==> config.mk <==
export PLATFORM = sky130hd
export DESIGN_NAME = bus_hold_master
export DESIGN_NICKNAME = d
export VERILOG_FILES = /design/src/rtl/bhm_pkg.sv /design/src/rtl/tenure_timer.sv /design/src/rtl/xfer_tracker.sv /design/src/rtl/ack_chain.sv /design/src/rtl/bus_hold_master.sv
export SDC_FILE = /design/constraint.sdc
export NUM_CORES = 1
export LEC_CHECK = 0
export ABC_CLOCK_PERIOD_IN_PS = 1700
export BUFFER_PORTS_ARGS = -buffer_cell sky130_fd_sc_hd__buf_2
export CORE_AREA = 4 4 55 57
export CTS_BUF_LIST = sky130_fd_sc_hd__clkbuf_8
export DETAILED_ROUTE_END_ITERATION = 16
export DIE_AREA = 0 0 59 61
export GPL_TIMING_DRIVEN = 0
export MAX_ROUTING_LAYER = met4
export SYNTH_ARGS = -nofsm -noshare
export SYNTH_HDL_FRONTEND = slang
export SYNTH_SLANG_ARGS = --single-unit
==> constraint.sdc <==
create_clock -name clk -period 1.7 [get_ports clk]
set_input_delay 0.425 -clock clk [delete_from_list [all_inputs] [get_ports clk]]
set_output_delay 0.425 -clock clk [all_outputs]
set_load 0.02 [all_outputs]
==> src/rtl/bhm_pkg.sv <==
package bhm_pkg;
  typedef enum logic [1:0] {ST_IDLE, ST_REQ, ST_HOLD, ST_GAP} arb_state_t;

  // clock cycles available in one tenure
  function automatic int tenure_cycles(input int mhz, input int ns);
    return (mhz * ns) / 1000;
  endfunction
endpackage

==> src/rtl/tenure_timer.sv <==
module tenure_timer #(
  parameter int TCYC = 800
) (
  input  logic clk,
  input  logic rst_n,
  input  logic run,
  output logic tmo
);
  localparam int TW = (TCYC < 2) ? 1 : $clog2(TCYC);
  localparam logic [TW-1:0] LAST = TW'(TCYC - 1);

  logic [TW-1:0] cnt;

  assign tmo = run && (cnt == LAST);

  always_ff @(posedge clk) begin
    if (!rst_n || !run) cnt <= '0;
    else if (!tmo)      cnt <= cnt + 1'b1;
  end

  a_r7_timer_bound: assert property (@(posedge clk) disable iff (!rst_n)
    tmo |=> !run || (cnt == '0));
endmodule

==> src/rtl/xfer_tracker.sv <==
module xfer_tracker #(
  parameter int MAXX = 4
) (
  input  logic clk,
  input  logic rst_n,
  input  logic hold,
  input  logic xfer_req,
  input  logic xfer_done,
  input  logic tmo,
  output logic xfer_start,
  output logic drained
);
  localparam int CW = $clog2(MAXX + 1);
  localparam logic [CW-1:0] CAP = CW'(MAXX);

  logic          in_flight;
  logic [CW-1:0] cnt;
  logic          cap_hit;

  assign cap_hit    = (cnt == CAP);
  assign xfer_start = hold && !in_flight && xfer_req && !cap_hit && !tmo;
  assign drained    = hold && !in_flight && (cap_hit || !xfer_req);

  always_ff @(posedge clk) begin
    if (!rst_n || !hold) begin
      in_flight <= 1'b0;
      cnt       <= '0;
    end else if (xfer_start) begin
      in_flight <= 1'b1;
      cnt       <= cnt + 1'b1;
    end else if (in_flight && xfer_done) begin
      in_flight <= 1'b0;
    end
  end

  a_r5_cap: assert property (@(posedge clk) disable iff (!rst_n)
    cnt <= CAP);
  a_r5_single_pulse: assert property (@(posedge clk) disable iff (!rst_n)
    xfer_start |=> !xfer_start);
endmodule

==> src/rtl/ack_chain.sv <==
module ack_chain (
  input  logic ack_in_n,
  input  logic block,
  output logic ack_out_n
);
  assign ack_out_n = ack_in_n | block;
endmodule

==> src/rtl/bus_hold_master.sv <==
module bus_hold_master
  import bhm_pkg::*;
#(
  parameter int CLK_MHZ   = 100,
  parameter int TENURE_NS = 8000,
  parameter int MAX_XFERS = 4
) (
  input  logic clk,
  input  logic rst_n,
  input  logic xfer_req,
  input  logic xfer_done,
  output logic xfer_start,
  output logic bus_req_n,
  input  logic ack_in_n,
  output logic ack_out_n,
  input  logic busy_in_n,
  output logic busy_out_n
);
  localparam int TCYC = tenure_cycles(CLK_MHZ, TENURE_NS);

  arb_state_t st, st_nx;
  logic ev_grant, ev_release, tmo, drained, holding, blocking;

  assign holding    = (st == ST_HOLD);
  assign blocking   = (st == ST_REQ) || holding;
  assign ev_grant   = (st == ST_REQ) && !ack_in_n && busy_in_n;
  assign ev_release = holding && (tmo || drained);

  always_comb begin
    st_nx = st;
    case (st)
      ST_IDLE: if (xfer_req)   st_nx = ST_REQ;
      ST_REQ:  if (ev_grant)   st_nx = ST_HOLD;
      ST_HOLD: if (ev_release) st_nx = ST_GAP;
      default:                 st_nx = ST_IDLE;
    endcase
  end

  always_ff @(posedge clk) begin
    if (!rst_n) st <= ST_IDLE;
    else        st <= st_nx;
  end

  assign bus_req_n  = (st != ST_REQ);
  assign busy_out_n = !holding;

  tenure_timer #(.TCYC(TCYC)) u_timer (
    .clk(clk), .rst_n(rst_n), .run(holding), .tmo(tmo)
  );

  xfer_tracker #(.MAXX(MAX_XFERS)) u_trk (
    .clk(clk), .rst_n(rst_n), .hold(holding), .xfer_req(xfer_req),
    .xfer_done(xfer_done), .tmo(tmo), .xfer_start(xfer_start), .drained(drained)
  );

  ack_chain u_ack (.ack_in_n(ack_in_n), .block(blocking), .ack_out_n(ack_out_n));

  a_r3_ack_held: assert property (@(posedge clk) disable iff (!rst_n)
    (!bus_req_n || !busy_out_n) |-> ack_out_n);
  a_r4_take_on_grant: assert property (@(posedge clk) disable iff (!rst_n)
    $fell(busy_out_n) |-> $past(!ack_in_n && busy_in_n && !bus_req_n));
  a_r4_req_dropped: assert property (@(posedge clk) disable iff (!rst_n)
    !busy_out_n |-> bus_req_n);
  a_r8_gap: assert property (@(posedge clk) disable iff (!rst_n)
    $rose(busy_out_n) |=> bus_req_n);
endmodule

==> reports/qor.txt <==
DRC - 0
Compound-Gate Fraction of Synth Area - 0.143
Worst Tran Pin Value - 0.437 ns
Setup TNS - -0.273 ns
WHS Endpoint - st[0]
# IOs - 10
Yosys top cell area share - 0.367
Final setup viols - 4
CP Capture Type - output pin
TritonCTS Buffers - 3
Vias in the first global route - 710
Worst Min Path Start - rst_n
XOR/XNOR Fraction of Synth Area - 0.0501
Syn Inst Count - 102
Worst setup path class - reg2out
Largest area contributor in the synthesized netlist - dfxtp_1
Pin count of the biggest net entering global routing - 11
Minimum clock period - 1.84 ns
Crit path cell chain - inv_2 -> ha_4 -> and4bb_4 -> and4_4 -> nor2_4 -> buf_6
WL final - 1730 um
Number of flops mapped to enable cells by yosys - 0
Clk sink count - 16
Post-layout nets - 135
Ys Warns - 0
Max Cap Viol - 0
P&R area growth vs syn - 28.9%
Hold_buf cts - 0
Mapped Area - 873 sq um
Arrival time at the worst endpoint - 1.41 ns
Met1 Track Usage GR - 0.146
Worst setup margin - -0.140 ns
Psw - 381 uW
Reg clk slew, reported paths - 0.06 ns
Overflow after GRT - 0
GR Util All Layers - 0.115
Worst slew margin - 0.709
Core ar. - 0.00248 sq mm
Crit path largest cell delay - 0.32 ns
Commonest cells post-synth - 16 x dfxtp_1, 10 x inv_1, 10 x nand2_1
WP data required - 1.27 ns
R2r setup slk - -0.06 ns
Port bufs - 9
Worst-path maximum fanout - 3
Syn avg cell area - 8.56 sq um
Crit share post-route - 1.08
Syn nets - 115
Max VDD drop - 0.614 mV
Mux share of post-synthesis cell area - 0.0344
Die X - 59 um
Reg power frac - 0.363
Type of origin of the critical path - flop
Post-synthesis cell type count - 30
Met2 Use GR - 0.183
Max Freq - 0.544 GHz
Vias per cell - 4.93
CP max-delay cell - dfxtp_2
Std-Cell Rows - 18
Leak - 0.000414 uW
Wire length per cell - 11.5 um
Worst r2r dst - u_trk.cnt[2]
Largest family of logic cells by synthesized area - simple AND/OR/NAND/NOR gates
Drt first pass iters - 4
Most used DFF post-synth - dfxtp_1
Max clock buf depth - 2
Most frequent cell after synthesis - dfxtp_1
Power Dens Cells - 1080 mW/mm^2
Worst skew pair latency - 0.24 ns
Overall die area - 0.00360 sq mm
Area contributors post-synth - dfxtp_1 37%, ha_1 10%, inv_1 4.3%
1st-iter DRT viols - 17
ANT nets after route - 0
#FFs+latches synth - 16
M3 GR Usage - 0.0213
Max Slew Vio Count - 0
Pwr Total - 1210 uW
Hold path cells - 3
Final Hold Vio Count - 0
# diodes - 0
Busiest metal layer after global routing - met2
HPWL after detailed placement - 1210 um
CTS tree - done
Combinational Power Share - 0.367
Reg2reg path depth - 7
Net Sw Frac - 0.314
Die Y - 61 um
Global-route wire length before repair - 3090 um
Synth Area in Adders - 0.100
Root Buffer - clkbuf_8
Via count - 745
Violated checks - setup timing
Seq/Total Area, Yosys - 0.367
Synth async-reset ratio - 0
Critical R2R Launch - st[0]
Pint - 833 uW
HP Class - in2reg
Clock Power Share - 0.270
Hold_ws - 0.478 ns
Initial Utilization - 0.353
CTS H-Tree Depth - 1
Simple-gate share of the synthesized area - 0.241
Placer congestion estimate - 0.760
Share of layout cells above drive strength 1 - 0.322
RSZ-0062 raised after global routing - true
Clk_skew - 0.00259 ns
Antenna violations before repair - 0
Status - finished, violations left
[cells in the final DEF, fill, tap and decap left out, types with 2 or more instances in the layout]
| master | synthesis | final |
|---|---|---|
| dfxtp_1 | 16 | 11 |
| inv_1 | 10 | 9 |
| nand2_1 | 10 | 9 |
| buf_4 | 0 | 8 |
| buf_2 | 0 | 7 |
| a21oi_1 | 6 | 6 |
| nor2_1 | 7 | 6 |
| nand3_1 | 5 | 5 |
| o21ai_0 | 5 | 5 |
| ha_1 | 7 | 5 |
| clkbuf_8 | 0 | 4 |
| xnor2_1 | 3 | 3 |
| nand4_1 | 3 | 3 |
| mux2i_1 | 3 | 3 |
| dfxtp_4 | 0 | 3 |
| and4_4 | 1 | 2 |
| nor2b_1 | 2 | 2 |
| a31oi_1 | 2 | 2 |
| and2_1 | 2 | 2 |
| xor2_1 | 2 | 2 |
| o31ai_1 | 2 | 2 |
| or4_1 | 2 | 2 |
| ha_4 | 0 | 2 |
| buf_6 | 1 | 2 |
| dfxtp_2 | 0 | 2 |
[cell families after synthesis]
group,Yosys count
fa+ha+maj,7
simple gates,38
compound gates,20
xor+xnor,5
buf+inv,13
flops,16
mux,3
[worst max-delay path: cells and delay by family (launching register included)]
kind,cells,cell delay [ns]
fa+ha+maj,1,0.14
buf+inv,2,0.19
simple gates,3,0.52
flops,1,0.32
[metal layers]
metal / wire, um / up-vias
met4: 17 / 0
met5: 0 / -
met3: 71 / 2
met2: 787 / 9
li1: - / 392
met1: 853 / 342
[state kept, by name, summed over array words and instances, names as in the netlist]
signal / count
u_trk.in_flight: 1
u_timer.cnt: 10
u_trk.cnt: 3
st: 2
[per-stage QoR]
stage          cell area, sq um  cells  setup slack, ns   util
6_report                   1130    151           -0.140  0.455
4_1_cts                    1120    151           -0.137  0.454
5_1_grt                    1130    151           -0.195  0.455
3_5_place_dp                978    141           -0.181  0.395
2_1_floorplan               896    102          -0.0533      -
3_3_place_gp                978    141           -0.178  0.395
[timing repair]
item,4_1_cts,5_1_grt
pin swaps,5,1
setup buffers,8,0
endpoints found under the hold margin,0,0
resized for setup,17,1
setup endpoints to repair,7,7
[power by group through the flow]
stage                     Clock (uW)  Sequential, uW  Combinational (uW)
final                            328             441                 446
after global routing             355             445                 500
after CTS                        339             439                 446
after detailed placement           0             443                 334
after global placement             0             441                 334
after floorplan                    0             437                 254
[final cells by class]
cell class / instances / area, sq um
Tap cell: 30 / 37.5
Clock buffer: 4 / 55.1
Sequential cell: 16 / 334
Inverter: 10 / 37.5
Multi-Input combinational cell: 73 / 541
Fill cell: 240 / 1350
Buffer: 1 / 3.75
Timing Repair Buffer: 17 / 118
[how the worst max path moves through the flow]
stage,slack [ns],to,start
6_report,-0.14,xfer_start,st[0]
5_1_grt,-0.19,xfer_start,st[0]
4_1_cts,-0.14,xfer_start,st[0]
3_5_place_dp,-0.18,xfer_start,st[0]
3_3_place_gp,-0.18,xfer_start,st[0]
2_1_floorplan,-0.05,xfer_start,u_timer.cnt[0]
Power figures use the tool's default switching activity.
